<file path="config.mk">
export PLATFORM = sky130hd
export DESIGN_NAME = wcmp_pipe
export DESIGN_NICKNAME = d
export VERILOG_FILES = /design/src/rtl/wcmp_pkg.sv /design/src/rtl/wcmp_slice.sv /design/src/rtl/wcmp_macro.sv /design/src/rtl/wcmp_pipe.sv
export SDC_FILE = /design/constraint.sdc
export NUM_CORES = 1
export LEC_CHECK = 0
export BUFFER_PORTS_ARGS = -buffer_cell sky130_fd_sc_hd__buf_2
export CORE_MARGIN = 2
export CORE_UTILIZATION = 31
export CTS_BUF_LIST = sky130_fd_sc_hd__clkbuf_16
export DETAILED_ROUTE_END_ITERATION = 10
export REMOVE_ABC_BUFFERS = 1
export SYNTH_ARGS = -nofsm -noshare
export SYNTH_HDL_FRONTEND = slang
export SYNTH_SLANG_ARGS = --single-unit
</file>
<file path="constraint.sdc">
create_clock -name clk -period 1.35 [get_ports clk]
set_clock_uncertainty 0.05 [all_clocks]
set_input_delay 0.0675 -clock clk [delete_from_list [all_inputs] [get_ports clk]]
set_output_delay 0.0675 -clock clk [all_outputs]
set_load 0.01 [all_outputs]
</file>
<file path="src/rtl/wcmp_pkg.sv">
// Package: shared types for the pipelined wide comparator.
// Assumes nothing beyond a two-flag verdict per compared field.
package wcmp_pkg;

    // Verdict of one field comparison: first operand greater / less.
    typedef struct packed {
        logic gt;
        logic lt;
    } cmp_pair_t;

endpackage

</file>
<file path="src/rtl/wcmp_slice.sv">
// Module: wcmp_slice
// Priority slice: finds the most significant unequal bit of a and b and
// reports which operand holds the 1 there. Outputs are forced low when
// en is 0 (a more significant slice already decided). eq reports that
// the slice's own bits are all equal, regardless of en.
module wcmp_slice #(
    parameter int SLICE_W = 4
) (
    input  logic [SLICE_W-1:0] a,
    input  logic [SLICE_W-1:0] b,
    input  logic               en,
    output logic               gt,
    output logic               lt,
    output logic               eq
);

    logic [SLICE_W-1:0] diff;
    logic [SLICE_W-1:0] hit;
    logic               found;

    // Locate the top differing bit as a one-hot mask.
    always_comb begin
        diff  = a ^ b;
        hit   = '0;
        found = 1'b0;
        for (int i = SLICE_W - 1; i >= 0; i--) begin
            if (diff[i] && !found) begin
                hit[i] = 1'b1;
                found  = 1'b1;
            end
        end
    end

    // Attribute the winning bit to its operand, gated by the enable.
    always_comb begin
        gt = en & (|(hit & a));
        lt = en & (|(hit & b));
        eq = ~found;
    end

endmodule

</file>
<file path="src/rtl/wcmp_macro.sv">
// Module: wcmp_macro
// W-bit magnitude comparator built from W/SLICE_W priority slices.
// The top slice is always enabled. Each lower slice is enabled only when
// every slice above it is equal (look-ahead chain). The macro has no
// look-ahead output because macros are never chained to each other.
// Assumes W is a multiple of SLICE_W.
module wcmp_macro
    import wcmp_pkg::*;
#(
    parameter int W       = 8,
    parameter int SLICE_W = 4
) (
    input  logic [W-1:0] a,
    input  logic [W-1:0] b,
    output cmp_pair_t    res
);

    localparam int N_SL = W / SLICE_W;

    logic [N_SL-1:0] s_gt;
    logic [N_SL-1:0] s_lt;
    logic [N_SL-1:0] s_eq;
    logic [N_SL-1:0] s_en;

    for (genvar k = 0; k < N_SL; k++) begin : g_slice
        if (k == N_SL - 1) begin : g_top
            // Top slice: nothing above it, always enabled.
            assign s_en[k] = 1'b1;
        end else begin : g_low
            // Lower slice: enabled when everything above is equal.
            assign s_en[k] = s_en[k+1] & s_eq[k+1];
        end

        wcmp_slice #(.SLICE_W(SLICE_W)) slice_i (
            .a  (a[k*SLICE_W +: SLICE_W]),
            .b  (b[k*SLICE_W +: SLICE_W]),
            .en (s_en[k]),
            .gt (s_gt[k]),
            .lt (s_lt[k]),
            .eq (s_eq[k])
        );
    end

    // At most one slice is enabled with a difference; merge by OR.
    always_comb begin
        res.gt = |s_gt;
        res.lt = |s_lt;
    end

endmodule

</file>
<file path="src/rtl/wcmp_pipe.sv">
// Module: wcmp_pipe (top)
// Two-stage unsigned magnitude comparator. Stage one compares N_GROUPS
// groups of GROUP_W bits in parallel and registers per-group verdicts.
// Stage two feeds those verdicts (gt as operand a, lt as operand b, top
// group most significant) into the same macro and registers the final
// flags. Latency is two cycles, throughput one pair per cycle.
// Assumes N_GROUPS and GROUP_W are multiples of SLICE_W.
module wcmp_pipe
    import wcmp_pkg::*;
#(
    parameter int GROUP_W  = 8,
    parameter int N_GROUPS = 8,
    parameter int SLICE_W  = 4
) (
    input  logic                         clk,
    input  logic                         rst_n,
    input  logic                         in_valid,
    input  logic [GROUP_W*N_GROUPS-1:0]  in_a,
    input  logic [GROUP_W*N_GROUPS-1:0]  in_b,
    output logic                         out_valid,
    output logic                         out_gt,
    output logic                         out_lt,
    output logic                         out_eq
);

    localparam int WIDTH = GROUP_W * N_GROUPS;

    cmp_pair_t           grp_res [N_GROUPS];
    logic [N_GROUPS-1:0] grp_gt_d;
    logic [N_GROUPS-1:0] grp_lt_d;
    logic [N_GROUPS-1:0] s1_gt;
    logic [N_GROUPS-1:0] s1_lt;
    logic                s1_valid;
    cmp_pair_t           fin_res;

    // Stage one: one macro per group.
    for (genvar g = 0; g < N_GROUPS; g++) begin : g_grp
        wcmp_macro #(.W(GROUP_W), .SLICE_W(SLICE_W)) grp_i (
            .a   (in_a[g*GROUP_W +: GROUP_W]),
            .b   (in_b[g*GROUP_W +: GROUP_W]),
            .res (grp_res[g])
        );
        assign grp_gt_d[g] = grp_res[g].gt;
        assign grp_lt_d[g] = grp_res[g].lt;
    end

    // Register the per-group verdicts between the stages.
    always_ff @(posedge clk) begin
        if (!rst_n) begin
            s1_valid <= 1'b0;
            s1_gt    <= '0;
            s1_lt    <= '0;
        end else begin
            s1_valid <= in_valid;
            s1_gt    <= grp_gt_d;
            s1_lt    <= grp_lt_d;
        end
    end

    // Stage two: same macro over the group verdict vectors.
    wcmp_macro #(.W(N_GROUPS), .SLICE_W(SLICE_W)) fin_i (
        .a   (s1_gt),
        .b   (s1_lt),
        .res (fin_res)
    );

    // Register the final flags; all flags low on idle cycles.
    always_ff @(posedge clk) begin
        if (!rst_n) begin
            out_valid <= 1'b0;
            out_gt    <= 1'b0;
            out_lt    <= 1'b0;
            out_eq    <= 1'b0;
        end else begin
            out_valid <= s1_valid;
            out_gt    <= s1_valid & fin_res.gt;
            out_lt    <= s1_valid & fin_res.lt;
            out_eq    <= s1_valid & ~(|(s1_gt | s1_lt));
        end
    end

endmodule

</file>
==> reports/summary.txt <==
worst vdd ir: 0.366 mV
final hold violation count: 0
first drt pass iteration count: 4
row count: 36
Post-Syn Area: 3070 um^2
Synth Area in Adders: 29.9%
Area growth, synth to finish: 39.0%
synthesized instance count: 396
H-tree levels: 1
gp weighted congestion: 0.753
first-pass GRT wire length: 11700 um
pre-CTS setup slack: -211 ps
crit share post-route: 108%
vias: 3111
crit end category: register
WP data arrival: 1550 ps
Leak: 0.00210 uW
max_cap viols: 0
number of global-route vias before repair: 3008
diodes inserted: 0
RSZ-0062 raised after global routing: yes
slew margin rel.: 79.3%
total clock buffers created by CTS: 3
outcome: finished with violations
Final Setup Violations: 2
Tmin final: 1450 ps
CTS Buffer Depth: 2
I/O pin cnt: 135
clock sinks: 21
ys flop type: dfxtp_1
Clock Tree Root: clkbuf_16
GRT Util Overall: 13.1%
main combinational cell family by area after synthesis: adder cells
layout cell share with drive strength beyond 1: 39.8%
violated checks: negative setup slack
Ys Warns: 0
fraction of synthesized cell area in xor and xnor cells: 6.86%
maximum clock frequency: 0.688 GHz
worst hold path class: input pin to register
largest net degree at the start of global routing: 15
number of port buffers: 134
CP Max Fanout: 4
Pwr per Cell Area: 590 nW/um^2
Nets: 729
synthesis-stage register bit count: 21
Post-synth EDFFs: 0
final setup margin: -103 ps
Synth async-reset ratio: 0%
routed length per instance: 10.3 um
DRC Markers: 0
syn_area_per_cell: 7.74 um^2
Iteration-0 DRC Markers: 37
kind of critical path: register to register
multiplexer share of the synthesized area: 0%
sequential area share after synthesis: 13.7%
Core Area: 9680 um^2
Netlist cell types: 31
DRT Wirelength: 7080 um
Worst setup SP type: register
Die ar.: 10700 um^2
gr ovfl total: 0
Slew Viols, Final: 0
worst slew pin tran: 307 ps
Vias/cell: 4.53
Final HPWL DP: 6210 um
initial core utilization: 31.7%
Final ANT Viol Nets: 0
initial antenna violation count: 0
Fin Setup TNS: -191 ps
Clock transition at path regs: 60 ps
Synth Area in Simple Gates: 23.3%
Die X: 103 um
worst path required time: 1450 ps
Synth Area in Compound Gates: 15.8%
worst-skew pair later-pin latency: 260 ps
die height: 103 um
CTS tree: built
## cell families (layout without fill, tap and decap cells)
| kind of cell | after synthesis | in the layout |
|---|---|---|
| AOI/OAI and AO/OA | 76 | 76 |
| xor gates and xnor gates | 24 | 24 |
| adders and majority gates | 77 | 77 |
| buffers and inverters | 85 | 242 |
| DFF | 21 | 21 |
| and+or+nand+nor | 113 | 113 |
## routing by layer
layer	share of wire, %	vias up	global-route usage, %
li1	-	1654	-
met1	45	1374	15.9
met2	48	78	24.4
met3	5.4	5	1.48
met4	1.0	0	3.04
met5	0	-	0
## path summary, 6_finish.rpt
check / cells past startpoint / to / slack [ps] / startpoint
worst max-delay path: 7 / out_gt / -100 / s1_lt[1]
worst min-delay path: 3 / s1_lt[0] / 100 / in_a[4]
worst max register to register: 7 / out_gt / -100 / s1_lt[1]
worst min register to register: 2 / out_eq / 480 / s1_valid
## cell usage after synthesis, types with 10 or more instances
master,n,area share (%)
nand2_1,12,1.5
o21ai_1,16,2.6
o21a_1,14,3.4
inv_1,83,10
ha_1,44,18
maj3_2,29,11
o21ai_0,16,2.6
a211oi_1,15,3.7
nor4b_1,10,2.9
nor3b_1,14,3.4
nor2b_1,32,6.5
dfxtp_1,21,14
nand2b_1,13,2.7
xor2_1,18,5.1
## metrics by stage
stage               hold WS [ps]  std cells  power [uW]  area (um^2)  utilization (%)
floorplan                    139        394        1330         3060                -
global placement             234        678        1740         4020             41.5
detailed placement           236        678        1770         4020             41.5
CTS                         97.7        685        2500         4220             43.5
global route                 113        686        2720         4260             44.0
finish                      95.1        686        2510         4260             44.0
## power breakdown
group / internal, uW / total [uW] / leakage (uW) / switching, uW
sequential: 677 / 706 / 0.000176 / 29.5
combinational: 629 / 1180 / 0.00188 / 547
clock: 401 / 633 / 0.0000371 / 232
## flip-flops by register name, indices dropped and copies added (netlist names)
| name | count |
|---|---|
| s1_lt | 8 |
| out_eq | 1 |
| out_gt | 1 |
| s1_gt | 8 |
| out_valid | 1 |
| out_lt | 1 |
| s1_valid | 1 |
## final cells by class
class / instances / area [um^2]
fill: 967 / 5420
multi-input combinational: 290 / 2440
timing repair buffer: 155 / 831
sequential: 21 / 430
inverter: 83 / 312
tap: 133 / 166
clock buffer: 3 / 75.1
clock inverter: 1 / 7.51
## critical path: stages, from the launching register on
cell and delay, ps:
dfxtp_2 330, inv_2 40, ha_4 250, nand2_2 60
o21ai_2 60, a221oi_2 290, o21ai_1 100, a22o_1 180
## repair_timing
item	4_1_cts	5_1_grt
resized for setup	26	8
pin swaps	12	9
setup endpoints to repair	2	2
gates cloned	0	0
buffers inserted	2	1
hold endpoints to repair	1	0
hold buffers	1	0
## layout by cell type, fill, tap and decap left out, drive strengths merged, types with 3 or more instances in the layout
cell type    n
a211oi      16
a21oi        5
buf        154
clkbuf       3
dfxtp       21
ha          44
inv         83
maj3        33
nand2       12
nand2b      13
nand3b       4
nand4        8
nor2         9
nor2b       32
nor3         6
nor3b       14
nor4b       12
o21a        14
o21ai       32
o21bai       3
xnor2        6
xor2        18
Note: power is estimated with default switching activity, not from simulation.
